### config.mk
export PLATFORM = sky130hd
export DESIGN_NAME = speed_mode_detect
export DESIGN_NICKNAME = d
export VERILOG_FILES = /design/src/rtl/smd_pkg.sv /design/src/rtl/smd_sync_edge.sv /design/src/rtl/smd_period_meter.sv /design/src/rtl/smd_ratio_classify.sv /design/src/rtl/speed_mode_detect.sv
export SDC_FILE = /design/constraint.sdc
export NUM_CORES = 1
export LEC_CHECK = 0
export ABC_AREA = 1
export BUFFER_PORTS_ARGS = -buffer_cell sky130_fd_sc_hd__buf_2
export CAP_MARGIN = 20
export CORE_MARGIN = 3
export CORE_UTILIZATION = 45
export DETAILED_ROUTE_END_ITERATION = 8
export GPL_TIMING_DRIVEN = 0
export HOLD_SLACK_MARGIN = 0.12
export MAX_ROUTING_LAYER = met4
export SYNTH_ARGS = -nofsm -noshare
export SYNTH_HDL_FRONTEND = slang
export SYNTH_HIERARCHICAL = 1
export SYNTH_SLANG_ARGS = --single-unit
### constraint.sdc
create_clock -name clk -period 2.8 [get_ports clk]
set_input_delay 0.56 -clock clk [delete_from_list [all_inputs] [get_ports clk]]
set_output_delay 0.56 -clock clk [all_outputs]
set_load 0.01 [all_outputs]
### src/rtl/smd_pkg.sv
package smd_pkg;

  typedef enum logic [1:0] {
    SPD_NORMAL = 2'b00,
    SPD_DOUBLE = 2'b01,
    SPD_HALF   = 2'b10
  } speed_e;

  localparam int N_RATIO = 8;

  // Ratios in ascending order: 128,192,256,384,512,768,1024,1536
  function automatic int unsigned ratio_at(input int idx);
    int unsigned base;
    base = (idx % 2 == 0) ? 128 : 192;
    return base << (idx / 2);
  endfunction

  function automatic speed_e class_at(input int idx);
    if (idx >= 6)      return SPD_HALF;
    else if (idx >= 4) return SPD_NORMAL;
    else               return SPD_DOUBLE;
  endfunction

endpackage

### src/rtl/smd_sync_edge.sv
module smd_sync_edge #(
  parameter int STAGES = 2
) (
  input  logic clk,
  input  logic rst_n,
  input  logic async_in,
  output logic rise
);
  logic [STAGES:0] sh;

  always_ff @(posedge clk or negedge rst_n) begin
    if (!rst_n) sh <= '0;
    else        sh <= {sh[STAGES-1:0], async_in};
  end

  assign rise = sh[STAGES-1] & ~sh[STAGES];
endmodule

### src/rtl/smd_period_meter.sv
module smd_period_meter #(
  parameter int CNT_W = 12
) (
  input  logic             clk,
  input  logic             rst_n,
  input  logic             edge_i,
  output logic             meas_valid,
  output logic [CNT_W-1:0] meas
);
  localparam logic [CNT_W-1:0] CNT_MAX = '1;

  logic [CNT_W-1:0] cnt;
  logic             armed;

  always_ff @(posedge clk or negedge rst_n) begin
    if (!rst_n) begin
      cnt        <= '0;
      armed      <= 1'b0;
      meas       <= '0;
      meas_valid <= 1'b0;
    end else if (edge_i) begin
      cnt        <= CNT_W'(1);
      armed      <= 1'b1;
      meas       <= cnt;
      meas_valid <= armed;
    end else begin
      if (cnt != CNT_MAX) cnt <= cnt + 1'b1;
      meas_valid <= 1'b0;
    end
  end
endmodule

### src/rtl/smd_ratio_classify.sv
module smd_ratio_classify
  import smd_pkg::*;
#(
  parameter int CNT_W = 12,
  parameter int TOL   = 2
) (
  input  logic [CNT_W-1:0] meas,
  output logic             hit,
  output speed_e           cls
);
  logic [N_RATIO-1:0] hit_v;
  logic [31:0]        m32;

  assign m32 = 32'(meas);

  for (genvar i = 0; i < N_RATIO; i++) begin : g_entry
    localparam int unsigned R = ratio_at(i);
    assign hit_v[i] = (m32 + TOL >= R) && (m32 <= R + TOL);
  end

  always_comb begin
    cls = SPD_NORMAL;
    for (int i = N_RATIO - 1; i >= 0; i--) begin
      if (hit_v[i]) cls = class_at(i);
    end
  end

  assign hit = |hit_v;
endmodule

### src/rtl/speed_mode_detect.sv
module speed_mode_detect
  import smd_pkg::*;
#(
  parameter int SYNC_STAGES = 2,
  parameter int CNT_W       = 12,
  parameter int TOL         = 2
) (
  input  logic       clk,
  input  logic       rst_n,
  input  logic       lrclk_async,
  input  logic [1:0] mode_sel,
  output logic [1:0] speed,
  output logic       unlock,
  output logic       reinit_pulse
);
  localparam logic [1:0] SEL_AUTO = 2'b11;

  logic             lr_rise;
  logic             meas_valid;
  logic [CNT_W-1:0] meas;
  logic             hit;
  speed_e           cls;

  smd_sync_edge #(.STAGES(SYNC_STAGES)) u_sync (
    .clk(clk), .rst_n(rst_n), .async_in(lrclk_async), .rise(lr_rise)
  );

  smd_period_meter #(.CNT_W(CNT_W)) u_meter (
    .clk(clk), .rst_n(rst_n), .edge_i(lr_rise),
    .meas_valid(meas_valid), .meas(meas)
  );

  smd_ratio_classify #(.CNT_W(CNT_W), .TOL(TOL)) u_class (
    .meas(meas), .hit(hit), .cls(cls)
  );

  // Qualification: two agreeing measurements in a row
  logic [CNT_W-1:0] prev_meas;
  logic             prev_ok;
  logic [CNT_W-1:0] diff;
  logic             agree;
  speed_e           auto_spd;
  logic             auto_unlock;

  assign diff  = (meas > prev_meas) ? (meas - prev_meas) : (prev_meas - meas);
  assign agree = prev_ok && (32'(diff) <= TOL);

  always_ff @(posedge clk or negedge rst_n) begin
    if (!rst_n) begin
      prev_meas   <= '0;
      prev_ok     <= 1'b0;
      auto_spd    <= SPD_NORMAL;
      auto_unlock <= 1'b0;
    end else if (meas_valid) begin
      prev_meas <= meas;
      prev_ok   <= 1'b1;
      if (agree) begin
        if (hit) begin
          auto_spd    <= cls;
          auto_unlock <= 1'b0;
        end else begin
          auto_unlock <= 1'b1;
        end
      end
    end
  end

  // Resolution and change pulse
  speed_e spd_next, spd_q;
  logic   unlock_q, pulse_q;

  always_comb begin
    if (mode_sel == SEL_AUTO) spd_next = auto_spd;
    else                      spd_next = speed_e'(mode_sel);
  end

  always_ff @(posedge clk or negedge rst_n) begin
    if (!rst_n) begin
      spd_q    <= SPD_NORMAL;
      pulse_q  <= 1'b0;
      unlock_q <= 1'b0;
    end else begin
      spd_q    <= spd_next;
      pulse_q  <= (spd_next != spd_q);
      unlock_q <= (mode_sel == SEL_AUTO) && auto_unlock;
    end
  end

  assign speed        = spd_q;
  assign unlock       = unlock_q;
  assign reinit_pulse = pulse_q;
endmodule

==> summary.md, run 1 <==
| Metric | Value |
|---|---|
| GRT Total Usage | `slightly above 20%` |
| Largest net degree at the start of global routing | `50` |
| Worst Tran Pin Value | `slightly above 500 ps` |
| IO buf count | `8` |
| Slew HR | `between 60% and 70%` |
| Max-Cap Viols | `0` |
| GRT overflow | `0` |
| Worst hold-check slack | `around 360 ps` |
| Post-synthesis sequential area ratio | `just under 30%` |
| Crit-path cells | `inv_1 -> fa_1 -> inv_1 -> nand3_1 -> nand2_1 -> nand3_1 -> nand3_1 -> nand2_1 -> inv_1 -> nor2_1 -> nor2_2 -> nand3_2 -> nand2_1 -> nand2_1` |
| Most frequent cells in the layout | `225 x nand2_1, 106 x inv_1, 53 x nand3_1, 48 x dfrtp_1, 41 x nor2_1` |
| CP max FO | `9` |
| Post-CTS Setup Repair Bufs | `0` |
| Root buffer cell | `clkbuf_8` |
| FP Rows | `34` |
| Max stage delay on crit path | `roughly 600 ps` |
| Syn Area/Cell | `approximately 6.4 um2` |
| Synthesized flop and latch total | `between 40 and 50` |
| Critical path arrival | `around 2700 ps` |
| Crit-path leading delay family | `simple AND/OR/NAND/NOR gates` |
| Via/cell ratio | `roughly 5.1` |
| IO Count | `9` |
| Min-Delay Path Class | `in2reg` |
| Vias in the first global route | `~3.6k` |
| CTS Buf Count | `5` |
| Critical Path RT | `around 3000 ps` |
| Crit-path slowest cell | `dfrtp_1` |
| DRT iter0 DRCs | `between 150 and 200` |
| VDD IR-drop max | `roughly 0.29 mV` |
| Crit path buffers/inverters | `3` |
| Die span in x | `102 um` |
| Net Sw Power | `between 0.0015 and 0.002 W` |
| ANT cells | `0` |
| Tmin final | `2540 ps` |
| Worst-skew pair later-pin latency | `around 300 ps` |
| Fin crit share | `about nine tenths` |
| Final wirelength | `approximately 9800 um` |
| Hold Fails Final Rpt | `0` |
| H-tree level count | `2` |
| Syn_nets | `around 700` |
| Die Ht | `between 100 and 150 um` |
| Comb pwr share | `slightly below 60%` |
| Post-Syn Area | `4150 um2` |
| Layout cells sized above 1 | `about 11%` |
| Crit path top cell by count | `nand2_1` |
| Clk pwr share | `between 10% and 20%` |
| Layout area overhead | `6.99%` |
| Leakage power | `approximately 2.4 nW` |
| Gate count of the mapped netlist | `between 600 and 700` |
| Starting Density | `a little under half` |
| Commonest non-fill, non-tap cell in the layout | `nand2_1` |
| Crit path kind | `reg2reg` |
| Drt pass-1 iters | `4` |
| Yosys cell types | `32` |
| DP HPWL | `7810 um` |
| Status | `finished clean` |
| Clock Skews | `approximately 10 ps` |
| CP endpoint kind | `flop` |
| # clock sinks | `around 50` |
| Fmax | `394 MHz` |
| Worst setup SP type | `flop` |
| Setup TNS | `0 ps` |
| RSZ-0062 raised after global routing | `no` |
| Die area | `between 10000 and 15000 um2` |
| Initial antenna violation count | `0` |
| Core area | `8850 um2` |
| Layout net count | `~700` |
| WL/cell | `12.6 um` |
| Placed instance count | `765` |
| GP Congestion | `roughly 1` |
| CTS tree | `done` |
| PD cells | `just over 700 nW/um2` |
| # DRC | `0` |
| Flop pwr share | `around 28%` |
| Setup violators final | `0` |
| Antenna Nets Post-Route | `0` |
| First-pass GRT wire length | `around 17000 um` |
| Post-Layout Cell Count | `775` |
| Yosys warning count | `6` |
| Max Slew Vio Count | `0` |
| Sw Ratio | `49.5%` |
| Via Count | `between 3k and 4k` |
| Clock tree buffer depth | `2` |
| Clock transition at path regs | `roughly 90 ps` |
| Internal power | `0.00161 W` |
[power by group through the flow]
stage / clock network (W) / registers, W / logic (W)
finish: 0.000408 / 0.000900 / 0.00188
global route: 0.000451 / 0.000919 / 0.00215
CTS: 0.000429 / 0.000901 / 0.00186
detailed placement: 0 / 0.000915 / 0.00185
global placement: 0 / 0.000913 / 0.00182
floorplan: 0 / 0.000882 / 0.00147
[sequential cells by signal (all words and copies together), names as in the netlist]
signal	cells
u_meter/meas_valid	1
reinit_pulse	1
u_meter/meas	12
unlock	1
speed	2
u_meter/armed	1
auto_spd	2
auto_unlock	1
prev_meas	12
prev_ok	1
u_meter/cnt	12
u_sync/sh	3
[cell families after synthesis]
logic type | synth area share, %
AO/OA/AOI/OAI | 7.63
XOR/XNOR | 1.27
adder cells (fa/ha/maj) | 8.80
buffers and inverters | 11.8
flip-flops | 29.5
AND/OR/NAND/NOR | 41.0
[area by class of cell]
| class | count | area, um2 |
|---|---|---|
| Fill cell | 921 | 4410 |
| Sequential cell | 49 | 1230 |
| Inverter | 115 | 433 |
| Clock inverter | 1 | 7.51 |
| Clock buffer | 7 | 76.3 |
| Multi-Input combinational cell | 474 | 2440 |
| Tap cell | 108 | 135 |
| Buffer | 11 | 55.1 |
| Timing Repair Buffer | 10 | 70.1 |
[metrics by stage]
| step | cell area, um2 | total power [W] | util, % | setup slack (ps) |
|---|---|---|---|---|
| 6_report | 4440 | 0.00318 | 50.2 | 264 |
| 4_1_cts | 4410 | 0.00319 | 49.8 | 188 |
| 5_1_grt | 4440 | 0.00352 | 50.2 | 3.79 |
| 3_5_place_dp | 4330 | 0.00277 | 48.9 | 206 |
| 2_1_floorplan | 4150 | 0.00235 | - | 690 |
| 3_3_place_gp | 4330 | 0.00274 | 48.9 | 263 |
[path summary, 6_finish.rpt]
kind	start	to	slack, ps	cells after the start
worst max-delay path	u_meter/meas[1]	auto_spd[0]	260	14
worst min-delay path	lrclk_async	u_sync/sh[0]	360	1
worst max register to register	u_meter/meas[1]	auto_spd[0]	260	14
worst min register to register	u_sync/sh[0]	u_sync/sh[1]	370	0
max in group asynchronous	rst_n	prev_meas[5]	1670	3
min in group asynchronous	rst_n	u_meter/cnt[0]	640	2
[worst reg2reg max path, delay by kind of cell, from the launching register on]
kind          cells  cell delay (ps)
simple gates     10             1020
flops             1              590
fa+ha+maj         1              460
buf+inv           3              370
[metal layers]
metal / routed length [um] / part of all wire [%] / up-vias / GRT usage (%)
met3: 239 / 2.4 / 12 / 2.05
met5: 0 / 0 / - / -
met4: 142 / 1.5 / 0 / 4.84
met2: 4730 / 48 / 63 / 34.3
li1: - / - / 2051 / -
met1: 4680 / 48 / 1811 / 26.4
[cell usage after synthesis (all sizes together)]
library cell	n	area, um2
dfrtp	49	1230
ha	26	325
o211ai	1	7.51
or2	3	18.8
a21oi	19	95.1
nand2	238	931
o21bai	1	7.51
clkinv	1	5.00
fa	2	40.0
nand3b	1	7.51
xnor2	2	17.5
inv	114	428
a21boi	1	7.51
nand4	17	106
nor2	58	285
o31ai	3	22.5
clkbuf	2	7.51
a31oi	1	6.26
buf	9	47.6
nand3	59	333
o21ai	34	170
nor3	4	20.0
xor2	4	35.0
[repair_timing]
| item | CTS | global route |
|---|---|---|
| hold endpoints to repair | 0 | 3 |
| endpoints found under the setup margin | 0 | 1 |
| hold buffers | 0 | 1 |
| resized for setup | 0 | 1 |
Note: power is estimated with default switching activity, not from simulation.
==> run 2, diff against run 1 <==
--- a/config.mk
+++ b/config.mk
@@ -8,12 +8,13 @@
 export ABC_AREA = 1
 export BUFFER_PORTS_ARGS = -buffer_cell sky130_fd_sc_hd__buf_2
 export CAP_MARGIN = 20
-export CORE_MARGIN = 3
+export CORE_MARGIN = 1
 export CORE_UTILIZATION = 45
 export DETAILED_ROUTE_END_ITERATION = 8
 export GPL_TIMING_DRIVEN = 0
 export HOLD_SLACK_MARGIN = 0.12
 export MAX_ROUTING_LAYER = met4
+export PLACE_DENSITY = 0.58
 export SYNTH_ARGS = -nofsm -noshare
 export SYNTH_HDL_FRONTEND = slang
 export SYNTH_HIERARCHICAL = 1
==> summary.md, run 2 (synthesis results as in run 1) <==
| Metric | Value |
|---|---|
| Status | `complete, but fails checks` |
| Failing checks | `DRC` |
| GRT Total Usage | `22.5% (+2.2 points)` |
| DRT iter0 DRCs | `143 (-5.9%)` |
| # DRC | `1 (+1)` |
| Antenna Nets Post-Route | `0 (unchanged)` |
| Largest regs | `prev_meas: 12 flops, u_meter/cnt: 12 flops, u_meter/meas: 12 flops` |
| Largest net degree at the start of global routing | `36 (-28%)` |
| CTS Buf Count | `5 (unchanged)` |
| Worst-skew pair later-pin latency | `300 ps (about the same)` |
| Root buffer cell | `clkbuf_8` |
| Max Slew Vio Count | `0 (unchanged)` |
| Layout net count | `699 (unchanged)` |
| Power, Total | `0.00331 W (+4.1%)` |
| Setup TNS | `0 ps (unchanged)` |
| Hold Fails Final Rpt | `0 (unchanged)` |
| Max-Cap Viols | `0 (unchanged)` |
| First-pass GRT wire length | `16800 um (+0.66%)` |
| ANT cells | `0 (unchanged)` |
| Flop pwr share | `27.2% (-1.1 points)` |
| Crit path kind | `reg2reg` |
| Sw Ratio | `47.9% (-1.6 points)` |
| VDD IR-drop max | `0.352 mV (+23%)` |
| Setup violators final | `0 (unchanged)` |
| Core area | `8810 um2 (-0.48%)` |
| Critical Path RT | `2990 ps (about the same)` |
| Worst Tran Pin Value | `516 ps (+1.04 ps)` |
| Net Sw Power | `0.00159 W (+0.77%)` |
| H-tree level count | `2 (unchanged)` |
| # clock sinks | `49 (unchanged)` |
| DP HPWL | `7910 um (+1.2%)` |
| Commonest non-fill, non-tap cell in the layout | `nand2_1` |
| GP Congestion | `1.01 (+1.3%)` |
| Starting Density | `47.1% (+0.23 points)` |
| Internal power | `0.00172 W (+7.3%)` |
| Die span in x | `98.0 um (-3.9%)` |
| Final Cell Area | `4470 um2 (+0.70%)` |
| Comb pwr share | `56.7% (-2.2 points)` |
| FP Rows | `34 (unchanged)` |
| Fin crit share | `89.9% (-0.68 points)` |
| GRT overflow | `0 (unchanged)` |
| Clock tree buffer depth | `2 (unchanged)` |
| Final wirelength | `9750 um (-0.45%)` |
| Min-Delay Path Class | `in2async` |
| Layout cells sized above 1 | `11.4% (+0.45 points)` |
| Via Count | `3871 (-1.7%)` |
| Worst hold-check slack | `161 ps (-197 ps)` |
| Clk pwr share | `16.1% (+3.3 points)` |
| Drt pass-1 iters | `6 (+2)` |
| Slew HR | `65.6% (-0.070 points)` |
| Initial antenna violation count | `0 (unchanged)` |
| Clock transition at path regs | `100 ps (about the same)` |
| Vias in the first global route | `3602 (-1.1%)` |
| Via/cell ratio | `4.99 (-1.7%)` |
| IO buf count | `8 (unchanged)` |
| Clock Skews | `8.95 ps (-1.45 ps)` |
| RSZ-0062 raised after global routing | `no` |
| CP max FO | `9 (unchanged)` |
| Die Ht | `98.0 um (-3.9%)` |
| Tmin final | `2520 ps (-19.0 ps)` |
| CP endpoint kind | `flop` |
| CTS tree | `done` |
| Most frequent cells in the layout | `225 x nand2_1, 106 x inv_1, 53 x nand3_1, 47 x dfrtp_1, 41 x nor2_1` |
| Layout area overhead | `7.75%` |
| Die area | `9610 um2 (-7.7%)` |
| WL/cell | `12.6 um (-0.45%)` |
| IO Count | `9 (unchanged)` |
| Leakage power | `2.40 nW (+0.82%)` |
| Critical path arrival | `2710 ps (-20 ps)` |
| Hold_buf cts | `0 (unchanged)` |
| PD cells | `741 nW/um2 (+3.3%)` |
| Cell Area, Placed | `4350 um2 (+0.46%)` |
| Fmax | `397 MHz (+0.76%)` |
| Worst setup SP type | `flop` |
[run 2: changes by cell type in the layout (fill, tap and decap cells not counted)]
| cell | delta |
|---|---|
| clkbuf_8 | +1 |
| buf_4 | +1 |
| dfrtp_2 | +1 |
| dlygate4sd3_1 | -1 |
| clkbuf_1 | -1 |
| bufinv_16 | +1 |
| dfrtp_1 | -1 |
| clkinvlp_4 | -1 |
[run 2: critical path: stages, from the launching register on]
cell	delay, ps
dfrtp_1	560
inv_1	80
ha_1	290
buf_2	170
nand2_1	140
inv_1	70
nand2_1	60
nand2_1	110
xnor2_1	180
nand3_1	130
nand2_1	90
nand3_1	70
nor2_2	220
nand3_2	120
nand2_1	70
nand2_1	50
[run 2: area by class of cell]
cell class,count,area [um2]
fill,923,4330
clock buffer,7,86.3
timing repair buffer,10,67.6
multi-input combinational,474,2440
buffer,11,55.1
inverter,115,433
clock inverter,1,30.0
sequential,49,1230
tap,108,135
[run 2: final timing paths]
kind	slack [ps]	cells after the start	end	startpoint
worst max-delay path	280	15	auto_spd[0]	u_meter/meas[2]
worst min-delay path	160	1	u_meter/meas[2]	rst_n
worst max register to register	280	15	auto_spd[0]	u_meter/meas[2]
worst min register to register	360	0	u_sync/sh[1]	u_sync/sh[0]
max in group asynchronous	2120	2	auto_unlock	rst_n
min in group clk	360	0	u_sync/sh[1]	u_sync/sh[0]
[run 2: power by group through the flow]
stage,Combinational [W],Sequential [W],Clock (W)
after CTS,0.00186,0.000904,0.000552
after global placement,0.00184,0.000912,0
final,0.00188,0.000901,0.000532
after global routing,0.00216,0.000918,0.000581
after floorplan,0.00147,0.000882,0
after detailed placement,0.00185,0.000918,0
[run 2: repair_timing]
action / CTS / global route
setup buffers: 0 / 1
endpoints found under the setup margin: 0 / 3
hold endpoints to repair: 0 / 0
resized for setup: 0 / 2
[run 2: through the flow]
stage               std cells  worst slack, ps  utilization (%)
finish                    775              283             50.8
global route              775             41.4             50.8
CTS                       774              193             50.7
detailed placement        766              215             49.3
global placement          765              257             49.1
floorplan                 649              690                -
[run 2: routing by layer]
layer | routed length, um | vias up | global-route usage (%)
met5 | 0 | - | -
met4 | 85 | 0 | 5.59
met3 | 239 | 6 | 2.58
met2 | 4660 | 59 | 38.0
met1 | 4770 | 1757 | 28.8
li1 | - | 2049 | -
==> run 3, diff against run 2 <==
--- a/config.mk
+++ b/config.mk
@@ -9,12 +9,12 @@
 export BUFFER_PORTS_ARGS = -buffer_cell sky130_fd_sc_hd__buf_2
 export CAP_MARGIN = 20
 export CORE_MARGIN = 1
-export CORE_UTILIZATION = 45
+export CORE_UTILIZATION = 60
 export DETAILED_ROUTE_END_ITERATION = 8
 export GPL_TIMING_DRIVEN = 0
 export HOLD_SLACK_MARGIN = 0.12
 export MAX_ROUTING_LAYER = met4
-export PLACE_DENSITY = 0.58
+export PLACE_DENSITY = 0.79
 export SYNTH_ARGS = -nofsm -noshare
 export SYNTH_HDL_FRONTEND = slang
 export SYNTH_HIERARCHICAL = 1
==> summary.md, run 3 (synthesis results as in run 1) <==
| Metric | Value |
|---|---|
| Status | `finished clean` |
| CTS tree | `done` |
| VDD IR-drop max | `0.463 mV (+31%)` |
| R2R depth | `15 (unchanged)` |
| Final wirelength | `9340 um (-4.2%)` |
| Via Count | `3933 (+1.6%)` |
| RSZ-0062 raised after global routing | `no` |
| Multi-input logic area | `2440 um2 (unchanged)` |
| Worst Tran Pin Value | `544 ps (+28.1 ps)` |
| Vias in the first global route | `3765 (+4.5%)` |
| DRT iter0 DRCs | `286 (+100%)` |
| Clock Skews | `5.58 ps (-3.37 ps)` |
| Critical Path RT | `3000 ps (about the same)` |
| Slew HR | `63.7% (-1.9 points)` |
| Crit path kind | `reg2reg` |
| Layout net count | `698 (-0.14%)` |
| Min-Delay Path Class | `in2async` |
| R2R Setup Slk | `310 ps (+30 ps)` |
| Setup violators final | `0 (unchanged)` |
| Core area | `6490 um2 (-26%)` |
| Clock transition at path regs | `90 ps (about the same)` |
| Via/cell ratio | `5.29 (+6.0%)` |
| Crit-path slowest cell | `dfrtp_2` |
| Critical path arrival | `2680 ps (-30 ps)` |
| Starting Density | `63.9% (+17 points)` |
| WL/cell | `12.6 um (about the same)` |
| Met3 Usage GRT | `2.82% (+0.24 points)` |
| IO Count | `9 (unchanged)` |
| Worst setup SP type | `flop` |
| Commonest non-fill, non-tap cell in the layout | `nand2_1` |
| Final worst slack | `312 ps (+28.9 ps)` |
| # DRC | `0 (-1)` |
| Grt met1 use | `35.5% (+6.8 points)` |
| Tmin final | `2490 ps (-28.9 ps)` |
| ANT cells | `0 (unchanged)` |
| PD cells | `738 nW/um2 (-0.39%)` |
| Leakage power | `2.39 nW (-0.28%)` |
| Dpl ws | `228 ps (+13.1 ps)` |
| Largest regs | `prev_meas: 12 flops, u_meter/cnt: 12 flops, u_meter/meas: 12 flops` |
| Drt pass-1 iters | `5 (-1)` |
| Worst hold-check slack | `239 ps (+77.6 ps)` |
| Root buffer cell | `clkbuf_8` |
| Fmax | `402 MHz (+1.2%)` |
| Die Ht | `85.2 um (-13%)` |
| FP Rows | `29 (-15%)` |
| CP endpoint kind | `flop` |
| GP Congestion | `0.929 (-8.2%)` |
| IO buf count | `8 (unchanged)` |
| Max-Cap Viols | `0 (unchanged)` |
| # clock sinks | `49 (unchanged)` |
| CTS Buf Count | `5 (unchanged)` |
| GRT Total Usage | `29.2% (+6.7 points)` |
| Hold Fails Final Rpt | `0 (unchanged)` |
| Max stage delay on crit path | `450 ps (-110 ps)` |
| Crit-path cells | `inv_1 -> ha_1 -> fa_1 -> inv_1 -> nand3_1 -> nand2_1 -> nand3_1 -> nand3_1 -> nand2_1 -> inv_1 -> nor2_1 -> nor2_2 -> nand3_2 -> nand2_1 -> nand2_1` |
| Worst reg2reg path startpoint | `u_meter/meas[0]` |
| Hold_buf cts | `0 (unchanged)` |
| Layout area overhead | `6.66%` |
| Antenna Nets Post-Route | `0 (unchanged)` |
| Most frequent cells in the layout | `225 x nand2_1, 106 x inv_1, 53 x nand3_1, 46 x dfrtp_1, 41 x nor2_1` |
| Die area | `7250 um2 (-25%)` |
| Largest net degree at the start of global routing | `50 (+39%)` |
| GRT overflow | `0 (unchanged)` |
| Clock tree buffer depth | `2 (unchanged)` |
| Worst-skew pair later-pin latency | `300 ps (about the same)` |
| DP HPWL | `7500 um (-5.2%)` |
| R2r endpoint | `auto_spd[0]` |
| Max Slew Vio Count | `0 (unchanged)` |
| Fin crit share | `88.8% (-1.0 points)` |
| Die span in x | `85.2 um (-13%)` |
| Setup TNS | `0 ps (unchanged)` |
| Post-cts gate resize count | `0 (unchanged)` |
| CP max FO | `6 (-3)` |
| M2 GR Usage | `50.7% (+13 points)` |
| H-tree level count | `2 (unchanged)` |
| Gr busiest metal | `met2` |
| Register area | `1230 um2 (+0.10%)` |
| Crit path top cell by count | `nand2_1` |
| First-pass GRT wire length | `16400 um (-2.4%)` |
| Post-CTS Setup Repair Bufs | `0 (unchanged)` |
| Layout cells sized above 1 | `11.4% (+0.017 points)` |
| Initial antenna violation count | `0 (unchanged)` |
| # fillers | `582 (-37%)` |
run 3: worst max path at each step:
stage,endpoint,from,cells past startpoint,slack (ps)
finish,auto_spd[0],u_meter/meas[0],15,310
floorplan,auto_spd[1],u_meter/meas[0],17,690
CTS,auto_spd[0],u_meter/meas[0],15,220
global placement,auto_spd[1],u_meter/meas[0],15,250
global route,auto_spd[1],u_meter/meas[10],13,20
detailed placement,auto_spd[0],u_meter/meas[0],15,230
run 3: layout make-up:
cell class | instances | share of cell area [%]
flip-flops and latches | 49 | 27.8
clock buffers | 7 | 1.95
repair buffers | 9 | 1.36
well taps | 77 | 2.18
clock inverters | 1 | 0.678
multi-input cells | 474 | 55.0
plain buffers | 11 | 1.24
inverters | 115 | 9.78
run 3: power by group:
group / total [W] / switching (W) / leakage (nW) / internal (W)
Sequential: 0.000898 / 0.000114 / 0.642 / 0.000784
Combinational: 0.00185 / 0.00120 / 1.69 / 0.000649
Clock: 0.000519 / 0.000227 / 0.0585 / 0.000291
Total: 0.00327 / 0.00154 / 2.39 / 0.00172
run 3: per-layer routing:
layer  up-vias  share of wire [%]
met5         -                  0
met4         0                2.3
met3        14                3.4
met2        85                 49
met1      1775                 46
li1       2059                  -
run 3: stage by stage:
step	utilization [%]	instance area, um2	instances	power (W)
2_1_floorplan	-	4150	649	0.00235
3_3_place_gp	66.0	4290	734	0.00270
3_5_place_dp	66.0	4290	734	0.00273
4_1_cts	67.8	4400	742	0.00326
5_1_grt	68.2	4430	743	0.00362
6_report	68.2	4430	743	0.00327
run 3: critical path, delay by kind of cell (launching register included):
family	cells	cell delay (ps)
simple gates	10	1040
fa+ha+maj	2	610
flops	1	450
buf+inv	3	280
